`config.mk`:
```
export PLATFORM = sky130hd
export DESIGN_NAME = ovl_trip_detector
export DESIGN_NICKNAME = d
export VERILOG_FILES = /design/src/rtl/ovl_pkg.sv /design/src/rtl/ovl_window.sv /design/src/rtl/ovl_history.sv /design/src/rtl/ovl_trip_detector.sv
export SDC_FILE = /design/constraint.sdc
export NUM_CORES = 1
export LEC_CHECK = 0
export ABC_AREA = 1
export BUFFER_PORTS_ARGS = -buffer_cell sky130_fd_sc_hd__buf_2
export CELL_PAD_IN_SITES_DETAIL_PLACEMENT = 1
export CELL_PAD_IN_SITES_GLOBAL_PLACEMENT = 2
export CORE_ASPECT_RATIO = 1.75
export CORE_MARGIN = 5
export CORE_UTILIZATION = 29
export DETAILED_ROUTE_END_ITERATION = 12
export PLACE_DENSITY_LB_ADDON = 0.1
export SLEW_MARGIN = 0
export SYNTH_ARGS = -nofsm -noshare
export SYNTH_HDL_FRONTEND = slang
export SYNTH_SLANG_ARGS = --single-unit
```
`constraint.sdc`:
```
create_clock -name clk -period 4 [get_ports clk]
set_clock_uncertainty 0.1 [all_clocks]
set_input_delay 0.4 -clock clk [delete_from_list [all_inputs] [get_ports clk]]
set_output_delay 0.4 -clock clk [all_outputs]
set_load 0.01 [all_outputs]
```
`src/rtl/ovl_pkg.sv`:
```
package ovl_pkg;

    typedef enum logic {
        ST_ARMED   = 1'b0,
        ST_TRIPPED = 1'b1
    } trip_st_t;

    // Strict out-of-band test on zero-extended operands
    function automatic logic beyond_band(input logic [31:0] smp,
                                         input logic [31:0] hi,
                                         input logic [31:0] lo);
        return (smp > hi) || (smp < lo);
    endfunction

endpackage

```
`src/rtl/ovl_window.sv`:
```
module ovl_window #(
    parameter int CNT_W = 8
) (
    input  logic             clk,
    input  logic             rst,
    input  logic             take,
    input  logic             over,
    input  logic             restart,
    input  logic [CNT_W-1:0] need,
    input  logic [CNT_W-1:0] win,
    output logic             hit
);
    typedef struct packed {
        logic [CNT_W-1:0] pos;
        logic [CNT_W-1:0] cnt;
    } win_state_t;

    win_state_t st_q, st_d;
    logic [CNT_W-1:0] base;
    logic             last;

    always_comb begin
        base = (st_q.pos == '0) ? '0 : st_q.cnt;
        last = (win == '0) || (st_q.pos >= win - CNT_W'(1));
        st_d = st_q;
        hit  = 1'b0;
        if (take) begin
            st_d.cnt = base + CNT_W'(over);
            st_d.pos = last ? '0 : st_q.pos + CNT_W'(1);
            hit      = over && (st_d.cnt >= need);
        end
    end

    always_ff @(posedge clk) begin
        if (rst || restart) st_q <= '0;
        else                st_q <= st_d;
    end

    // a window never holds more overloads than samples taken in it
    a_r3_count_bound: assert property (@(posedge clk) disable iff (rst)
        (st_q.pos != '0) |-> (st_q.cnt <= st_q.pos));

    // with no sample taken and no restart, window state holds
    a_r8_idle_hold: assert property (@(posedge clk) disable iff (rst)
        (!take && !restart) |=> $stable(st_q));

endmodule

```
`src/rtl/ovl_history.sv`:
```
module ovl_history #(
    parameter int DATA_W = 16,
    parameter int DEPTH  = 8
) (
    input  logic                    clk,
    input  logic                    rst,
    input  logic                    shift_en,
    input  logic                    freeze,
    input  logic [DATA_W-1:0]       din,
    output logic [DEPTH*DATA_W-1:0] hist
);
    logic [DATA_W-1:0] slot_q [DEPTH];

    generate
        for (genvar k = 0; k < DEPTH; k++) begin : g_slot
            always_ff @(posedge clk) begin
                if (rst)                      slot_q[k] <= '0;
                else if (shift_en && !freeze) slot_q[k] <= (k == 0) ? din : slot_q[(k == 0) ? 0 : k-1];
            end
            assign hist[k*DATA_W +: DATA_W] = slot_q[k];
        end
    endgenerate

    // history does not move while a trip is pending
    a_r6_hist_frozen: assert property (@(posedge clk) disable iff (rst)
        freeze |=> $stable(hist));

endmodule

```
`src/rtl/ovl_trip_detector.sv`:
```
module ovl_trip_detector
    import ovl_pkg::*;
#(
    parameter int DATA_W = 16,
    parameter int CNT_W  = 8,
    parameter int HIST_N = 8
) (
    input  logic                     clk,
    input  logic                     rst,
    input  logic                     smp_valid,
    input  logic [DATA_W-1:0]        smp_data,
    input  logic [DATA_W-1:0]        lim_hi,
    input  logic [DATA_W-1:0]        lim_lo,
    input  logic [CNT_W-1:0]         need_cnt,
    input  logic [CNT_W-1:0]         win_len,
    input  logic                     irq_en,
    input  logic                     trip_clear,
    output logic                     trip,
    output logic                     irq_flag,
    output logic [HIST_N*DATA_W-1:0] hist_data
);
    trip_st_t st_q;
    logic     irq_q;
    logic     take, over, hit;

    assign take = smp_valid && (st_q == ST_ARMED) && !trip_clear;
    assign over = beyond_band(32'(smp_data), 32'(lim_hi), 32'(lim_lo));

    ovl_window #(.CNT_W(CNT_W)) u_window (
        .clk     (clk),
        .rst     (rst),
        .take    (take),
        .over    (over),
        .restart (trip_clear),
        .need    (need_cnt),
        .win     (win_len),
        .hit     (hit)
    );

    ovl_history #(.DATA_W(DATA_W), .DEPTH(HIST_N)) u_history (
        .clk      (clk),
        .rst      (rst),
        .shift_en (take),
        .freeze   (trip),
        .din      (smp_data),
        .hist     (hist_data)
    );

    always_ff @(posedge clk) begin
        if (rst || trip_clear) begin
            st_q  <= ST_ARMED;
            irq_q <= 1'b0;
        end else if (hit) begin
            st_q  <= ST_TRIPPED;
            irq_q <= irq_q | irq_en;
        end
    end

    assign trip     = (st_q == ST_TRIPPED);
    assign irq_flag = irq_q;

    // trip is sticky until cleared
    a_r4_trip_sticky: assert property (@(posedge clk) disable iff (rst)
        (trip && !trip_clear) |=> trip);

    // clear drops both outputs
    a_r5_clear_drops: assert property (@(posedge clk) disable iff (rst)
        trip_clear |=> (!trip && !irq_flag));

    // the interrupt flag never stands without a trip
    a_r7_irq_needs_trip: assert property (@(posedge clk) disable iff (rst)
        irq_flag |-> trip);

    // a rising trip follows a valid out-of-band sample
    a_r2_trip_cause: assert property (@(posedge clk) disable iff (rst)
        $rose(trip) |-> $past(smp_valid && over));

endmodule

```
==> results of run 1 <==
registers in the layout, summed over array words and instances (netlist names):
name	flops
trip	1
irq_flag	1
u_history.slot_q	128
u_window.st_q	16
metal layers:
metal  global-route usage [%]  vias up  part of all wire [%]
li1                         -     2724                     -
met2                     24.0      157                    52
met5                        0        -                     0
met3                     4.89       22                   8.1
met4                     5.33        0                   2.0
met1                     14.0     2442                    38
power by group:
| group | total [mW] | internal [mW] | switching (mW) |
|---|---|---|---|
| sequential | 1.78 | 1.75 | 0.0378 |
| combinational | 0.396 | 0.146 | 0.250 |
| clock | 1.55 | 0.912 | 0.640 |
| total | 3.73 | 2.80 | 0.928 |
worst max path at each step:
stage                                             start                                   end  slack, ns  depth (start not counted)
final                     u_window.st_q[8]$_SDFFE_PP0P_                 irq_flag$_SDFFE_PP0P_       0.87                         19
after global placement                     smp_data[13]                 irq_flag$_SDFFE_PP0P_       0.33                         24
after detailed placement                   smp_data[13]                 irq_flag$_SDFFE_PP0P_       0.29                         24
after CTS                                  smp_data[13]                 irq_flag$_SDFFE_PP0P_       0.76                         24
after floorplan                              trip_clear  u_history.slot_q[0][0]$_SDFFCE_PN0P_       0.08                          3
after global routing                        smp_data[7]                 irq_flag$_SDFFE_PP0P_       0.42                         24
layout by cell type, fill, tap and decap left out:
cell type,n
nand2_2,3
buf_2,198
inv_1,206
xnor2_1,5
nand3b_1,1
buf_12,3
o21a_1,2
a21o_1,1
nand3_2,2
inv_6,1
buf_4,1
nor3b_1,1
nor3_2,3
a21oi_1,29
a21oi_2,1
nor2_2,1
clkbuf_1,1
nand2_1,66
clkinv_4,3
clkinv_2,5
ha_1,52
bufinv_16,2
clkinvlp_4,2
edfxtp_1,128
o21ai_0,13
dfxtp_1,18
or2_1,1
nand4_1,6
clkinv_1,2
nand2_4,3
o31ai_1,1
clkbuf_16,17
nor3_1,9
nor2_1,155
nand3_1,13
xor2_1,11
worst register-to-register path, stage by stage (launching register included):
cell     delay, ns
dfxtp_1       0.38
inv_1         0.11
ha_1          0.21
nand2_1       0.06
nor3_1        0.04
nand2_1       0.38
nand2_1       0.23
nor3_2        0.24
nand2_1       0.07
nand2_1       0.07
nand2_1       0.08
ha_1          0.30
nand2_1       0.08
nor2_1        0.16
nand4_1       0.10
nand3_1       0.10
nand2_1       0.05
inv_1         0.08
nand3_1       0.08
a21oi_1       0.12
cell families (layout without fill, tap and decap cells):
logic type / after synthesis / after routing / share of synthesized area [%]
buffers and inverters: 223 / 441 / 12.0
adder cells (fa/ha/maj): 52 / 52 / 9.04
AO/OA/AOI/OAI: 47 / 47 / 3.46
XOR/XNOR: 16 / 16 / 1.95
flip-flops: 146 / 146 / 58.4
AND/OR/NAND/NOR: 264 / 264 / 15.2
stage by stage:
step	area (um2)	std cells	worst slack, ns
2_1_floorplan	7200	748	0.0791
3_3_place_gp	8580	1246	0.334
3_5_place_dp	8580	1246	0.290
4_1_cts	9150	1278	0.759
5_1_grt	9150	1278	0.421
6_report	9150	1278	0.874
final cells by class:
| class | instances | share of cell area (%) |
|---|---|---|
| Sequential cell | 146 | 46.0 |
| Multi-Input combinational cell | 379 | 23.5 |
| Timing Repair Buffer | 202 | 11.6 |
| Inverter | 207 | 8.50 |
| Clock buffer | 18 | 4.69 |
| Tap cell | 312 | 4.27 |
| Clock inverter | 14 | 1.52 |
==> flow_summary.toml, run 1 <==
[logic_synthesis]
syn_area_per_cell_um2 = 9.62
synthCells = 748
synth.cell_area_um2 = 7200
synth_edf_count = 128
ys_seq_elements = 146
yosys-top-cells-area = "edfxtp_1, inv_1, ha_1"
ys_seq_area_share_pct = 58.4
syn_nets = 869
yosysUniqueCellTypes = 28
synth_largest_area_cell = "edfxtp_1"
yosysWarnings = 0
async_reset_ff_share_pct = 0
synth_flop_cell = "edfxtp_1"
yosysMostFrequentCell = "inv_1"
synth_commonest_cells = "inv_1, nor2_1, edfxtp_1"
synth_top_area_share_pct = 53.4

[critical_path]
path_buf_inv = 2
r2r-end = "irq_flag$_SDFFE_PP0P_"
cp.arrival_ns = 3.39
startpoint_type = "flip-flop"
crit_family = "simple AND/OR/NAND/NOR gates"
path_cells = "inv_1 > ha_1 > nand2_1 > nor3_1 > nand2_1 > nand2_1 > nor3_2 > nand2_1 > nand2_1 > nand2_1 > ha_1 > nand2_1 > nor2_1 > nand4_1 > nand3_1 > nand2_1 > inv_1 > nand3_1 > a21oi_1"
crit_path_max_fanout = 11
crit_path_max_incr_delay_ns = 0.38
cp_slowest_cell = "dfxtp_1"
required_ns = 4.27
r2r_slack_ns = 0.87
end_kind = "flip-flop"
reg2regPathDepth = 19
criticalPathCategory = "reg -> reg"
critPathMostFrequentCell = "nand2_1"
r2r_start = "u_window.st_q[8]$_SDFFE_PP0P_"

[clocking]
clkLatencyLatePin_ns = 0.43
post_cts_buffers = 0
cts_tree = "done"
cts.clk_slew.worst_paths_ns = 0.06
ctsHtreeMaxLevel = 4
cts_resized = 0
cts_hold_buf = 0
cts-root-buf = "clkbuf_16"
clkSinkCount = 146
cts_inserted_buffers = 17
cts_max_path_buffers = 2

[placement]
dp_hpwl_mm = 14.1
routabilityCongestion = 0.732
portBuffers = 198

[die]
start_util_pct = 29.3
fp.dieW_um = 129
num_rows = 76
die_y_um = 218
io_pins = 199
die-area_um2 = 28200
core_um2 = 24500

[routing]
ant_nets = 0
firstDrtPassIters = 4
routed-via-count = 5345
wl_per_cell_um = 14.3
routed_wl_mm = 18.3
drt_iter0_drc = 197
remaining_drc_errors = 0
viasPerCell = 4.18

[cells_and_area]
fin_util_pct = 37.3
nNetsFinal = 1074
multi_input_area_um2 = 2150
seq_area_um2 = 4200
area_growth_syn_to_layout_pct = 27.0
drive_above_1_share_pct = 25.4
num_antenna_cells = 0
fillers = 2912

[sta]
fmax_ghz = 0.320
tns_ns = 0
fin_hold_ws_ns = 0.137
rsz0062_at_grt = "false"
tightest_slew_ns = 0.703
min_period_ns = 3.13
fin_crit_sh_pct = 78.2
finalHoldViolations = 0
slew_headroom_pct = 52.9
finalMaxSlewViolations = 0
setup_viol = 0

[min_path]
holdPathEnd = "irq_flag$_SDFFE_PP0P_"
whs_path_depth = 3
min_from = "irq_en"
holdCritPathClass = "in -> reg"

[global_routing]
grt_pass1_wl_mm = 28.9
grtUsageTotal_pct = 13.4
grt_max_degree = 78
antenna_found_initial = 0
grt_overflow_total = 0
grt_pass1_vias = 5556

[outcome]
outcome = "finished, final reports clean"

[power]
design_power_total_mw = 3.73
vdd_drop_max_mv = 0.306
cellLeakagePower_nw = 4.57
power.density_nw_per_um2 = 408

[job]
timing.max_cap.violations = 0
(Power assumes the default switching activity.)
==> run 2, diff against run 1 <==
- CORE_UTILIZATION: 29 -> 32
- clock period: 4 -> 3 ns (I/O delays scaled with it)
==> flow_summary.toml, run 2 (same netlist as run 1, synthesis figures left out) <==
[global_routing]
grt_max_degree = 58
grtUsageTotal_pct = 14.3
grt_pass1_vias = 5758
antenna_found_initial = 0
grt_overflow_total = 0
grt_pass1_wl_mm = 28.7

[die]
io_pins = 199
die_y_um = 208
num_rows = 72
core_um2 = 22200
die-area_um2 = 25700
fp.dieW_um = 123
start_util_pct = 32.5

[critical_path]
criticalPathCategory = "in -> reg"
cp.arrival_ns = 3.05
startpoint_type = "primary input"
crit_path_max_fanout = 4
required_ns = 3.24
end_kind = "flip-flop"

[cells_and_area]
num_antenna_cells = 0
reg_top3 = "u_history.slot_q: 128 flops, u_window.st_q: 16 flops"
regMostFlops = "u_history.slot_q"
final_common_cell = "inv_1"
most-common-layout-cells = "inv_1, buf_2, nor2_1"
largest_reg_flops = 128
area_growth_syn_to_layout_pct = 34.3
finalNonFillerCells = 1295
nNetsFinal = 1108
drive_above_1_share_pct = 32.6

[placement]
dpl.cell_count = 1262
portBuffers = 198
dp_hpwl_mm = 14.0
routabilityCongestion = 0.776

[sta]
fin_hold_ws_ns = 0.0700
finalMaxSlewViolations = 0
fmax_ghz = 0.356
tightest_slew_ns = 0.582
fin_crit_sh_pct = 93.6
min_period_ns = 2.81
setup_viol = 0
slew_headroom_pct = 61.2
finalHoldViolations = 0

[clocking]
cts.clk_slew.worst_paths_ns = 0.06
cts_tree = "done"
clkSinkCount = 146
cts-root-buf = "clkbuf_16"
cts_max_path_buffers = 2
cts_inserted_buffers = 17
clkLatencyLatePin_ns = 0.41
ctsHtreeMaxLevel = 4

[routing]
routed-via-count = 5530
ant_nets = 0
drt_iter0_drc = 295
routed_wl_mm = 18.4
remaining_drc_errors = 0
viasPerCell = 4.27
firstDrtPassIters = 6
wl_per_cell_um = 14.2

[job]
timing.max_cap.violations = 0

[outcome]
outcome = "finished, final reports clean"

[power]
design_power_total_mw = 5.08
cellLeakagePower_nw = 4.74
vdd_drop_max_mv = 0.352
power.density_nw_per_um2 = 525

[min_path]
holdCritPathClass = "in -> reg"
## run 2: cell types whose count changed in the layout (fill, tap and decap cells not counted), moves of 3 or more
cell,change
nor2_2,+4
o21ai_0,-4
a21oi_1,-6
nor2_1,-4
o21ai_1,+4
buf_4,+36
nand2_1,-12
clkinv_1,+3
ha_4,+13
nand2_2,+11
ha_1,-14
a21oi_2,+6
inv_2,+8
inv_1,-8
## run 2: layer usage
| layer | share of wire [%] | track usage, % |
|---|---|---|
| met2 | 53 | 26.4 |
| met4 | 1.3 | 4.36 |
| met5 | 0 | 0 |
| met1 | 38 | 15.0 |
| met3 | 8.3 | 4.84 |
## run 2: worst paths after layout
kind	startpoint	endpoint	slack, ns	cells past startpoint
worst max-delay path	smp_data[8]	irq_flag$_SDFFE_PP0P_	0.19	22
worst min register to register	irq_flag$_SDFFE_PP0P_	irq_flag$_SDFFE_PP0P_	0.37	2
worst max register to register	u_window.st_q[8]$_SDFFE_PP0P_	irq_flag$_SDFFE_PP0P_	0.21	18
worst min-delay path	irq_en	irq_flag$_SDFFE_PP0P_	0.07	3
## run 2: area by class of cell
type | count | area (um2)
multi-input combinational | 379 | 2430
inverter | 207 | 777
sequential | 146 | 4210
timing repair buffer | 236 | 1320
clock buffer | 18 | 429
clock inverter | 13 | 144
fill | 2620 | 12500
tap | 296 | 370
## run 2: critical path, cell delays in order
cell,delay (ns)
buf_2,0.15
ha_4,0.26
nand4_1,0.11
nor3_2,0.23
nand2_1,0.07
nand2_1,0.07
nand2_2,0.07
nand2_4,0.09
ha_4,0.13
ha_2,0.21
nand4_1,0.14
xnor2_2,0.17
inv_1,0.06
ha_1,0.28
nand2_2,0.06
nor2_2,0.11
nand4_1,0.09
nand3_1,0.09
nand2_1,0.06
inv_2,0.07
nand3_1,0.07
a21oi_1,0.14
## run 2: where the power goes
| group | switching, mW | internal [mW] | total [mW] |
|---|---|---|---|
| clock | 0.805 | 1.29 | 2.09 |
| sequential | 0.0495 | 2.33 | 2.38 |
| combinational | 0.366 | 0.241 | 0.607 |
## run 2: metrics by stage
step                      instance area (um2)  setup slack, ns  util (%)  setup TNS (ns)
after floorplan                          7200            0.121         -               0
after global placement                   8810           -0.378      39.7          -0.741
after detailed placement                 8810           -0.458      39.7          -0.896
after CTS                                9390           0.0174      42.4               0
after global routing                     9670          -0.0260      43.6         -0.0430
final                                    9670            0.191      43.6               0
## run 2: what timing repair did
action	in CTS	in global routing
gates cloned	0	0
setup endpoints to repair	2	2
hold buffers	0	0
resized for setup	3	58
pin swaps	0	27
setup buffers	0	2
==> run 3, diff against run 2 <==
- CORE_UTILIZATION: 32 -> 23
==> flow_summary.toml, run 3 (same netlist as run 1, synthesis figures left out) <==
[global_routing]
grt_pass1_wl_mm = 31.4
grt_overflow_total = 0
grtUsageTotal_pct = 11.8
grt_pass1_vias = 5830
antenna_found_initial = 0
grt_max_degree = 129

[die]
io_pins = 199
num_rows = 85
start_util_pct = 23.3
fp.dieW_um = 144
die-area_um2 = 35100
core_um2 = 30800
die_y_um = 244

[clocking]
cts_hold_buf = 0
cts_inserted_buffers = 17
cts-root-buf = "clkbuf_16"
ctsHtreeMaxLevel = 4
cts_tree = "done"
clkSinkCount = 146
cts.clk_slew.worst_paths_ns = 0.06
clkLatencyLatePin_ns = 0.43
cts_max_path_buffers = 2

[critical_path]
startpoint_type = "primary input"
crit_path_max_fanout = 4
required_ns = 3.27
cp_slowest_cell = "ha_1"
cp.arrival_ns = 3.01
path_cells = "buf_2 > buf_4 > ha_1 > nand2_2 > o21ai_1 > a21oi_2 > nand2_1 > nand2_2 > ha_4 > ha_4 > nand4_1 > xnor2_2 > inv_1 > ha_1 > nand2_1 > nor2_2 > nand4_1 > nand3_1 > nand2_1 > inv_2 > nand3_2 > a21oi_2"
path_buf_inv = 4
criticalPathCategory = "in -> reg"
crit_path_max_incr_delay_ns = 0.29
critPathMostFrequentCell = "nand2_1"
end_kind = "flip-flop"
crit_family = "simple AND/OR/NAND/NOR gates"

[placement]
portBuffers = 198
dp_hpwl_mm = 15.4
routabilityCongestion = 0.723
placed_area_um2 = 8890

[routing]
routed_wl_mm = 20.2
remaining_drc_errors = 0
routed-via-count = 5552
drt_iter0_drc = 236
ant_nets = 0
firstDrtPassIters = 4
wl_per_cell_um = 14.6
viasPerCell = 4.00

[cells_and_area]
nNetsFinal = 1105
reg_top3 = "u_history.slot_q: 128 flops, u_window.st_q: 16 flops"
seq_area_um2 = 4210
most-common-layout-cells = "inv_1, buf_2, nor2_1"
multi_input_area_um2 = 2450
fillers = 3665
area_growth_syn_to_layout_pct = 36.0
largest_reg_flops = 128
num_antenna_cells = 0
design_area_um2 = 9790
fin_util_pct = 31.7
regMostFlops = "u_history.slot_q"
final_common_cell = "inv_1"
drive_above_1_share_pct = 32.6

[sta]
rsz0062_at_grt = "false"
tightest_slew_ns = 0.631
finalMaxSlewViolations = 0
min_period_ns = 2.74
slew_headroom_pct = 58.0
finalHoldViolations = 0
tns_ns = 0
fin_crit_sh_pct = 91.4
setup_viol = 0
fin_hold_ws_ns = 0.0281
fmax_ghz = 0.365

[outcome]
outcome = "finished, final reports clean"

[power]
design_power_total_mw = 5.16
cellLeakagePower_nw = 4.73
power.density_nw_per_um2 = 527
vdd_drop_max_mv = 0.388

[job]
timing.max_cap.violations = 0

[min_path]
holdCritPathClass = "in -> reg"
==> run 3: layout make-up <==
class	instances	area share (%)
sequential	146	42.9
multi-input combinational	379	25.0
timing repair buffer	233	13.1
inverter	207	7.94
tap	391	5.00
clock buffer	18	4.38
clock inverter	14	1.66
==> run 3: repair_timing <==
| action | 4_1_cts | 5_1_grt |
|---|---|---|
| gates resized for setup | 7 | 51 |
| hold endpoints to repair | 0 | 0 |
| buffers inserted | 1 | 1 |
| pin swaps | 7 | 15 |
| endpoints found under the setup margin | 2 | 2 |
==> run 3: final timing paths <==
path                                               startpoint                    end  slack [ns]  cells past startpoint
worst max-delay path                             smp_data[10]  irq_flag$_SDFFE_PP0P_        0.26                     22
worst min-delay path                                   irq_en  irq_flag$_SDFFE_PP0P_        0.03                      3
worst max register to register  u_window.st_q[8]$_SDFFE_PP0P_  irq_flag$_SDFFE_PP0P_        0.28                     18
worst min register to register          irq_flag$_SDFFE_PP0P_  irq_flag$_SDFFE_PP0P_        0.37                      2
==> run 3: where the power goes <==
| group | total (mW) | switching, mW | internal (mW) |
|---|---|---|---|
| combinational | 0.607 | 0.371 | 0.236 |
| sequential | 2.38 | 0.0499 | 2.33 |
| clock | 2.18 | 0.875 | 1.30 |
==> run 3: metrics by stage <==
step                std cells  setup WS [ns]
floorplan                 748          0.121
global placement         1354         -0.543
detailed placement       1354         -0.549
CTS                      1387       0.000635
global route             1388         0.0104
finish                   1388          0.258
==> run 3: per-layer routing <==
layer	vias to the layer above	wire, um	track usage (%)
met5	-	0	0
met1	2597	7750	12.5
met2	155	10400	20.8
li1	2781	-	-
met3	19	1660	4.36
met4	0	355	4.66
==> run 3: worst min-delay path, stage by stage <==
cell and delay (ns):
buf_2 0.10, nand3_2 0.07, a21oi_2 0.04
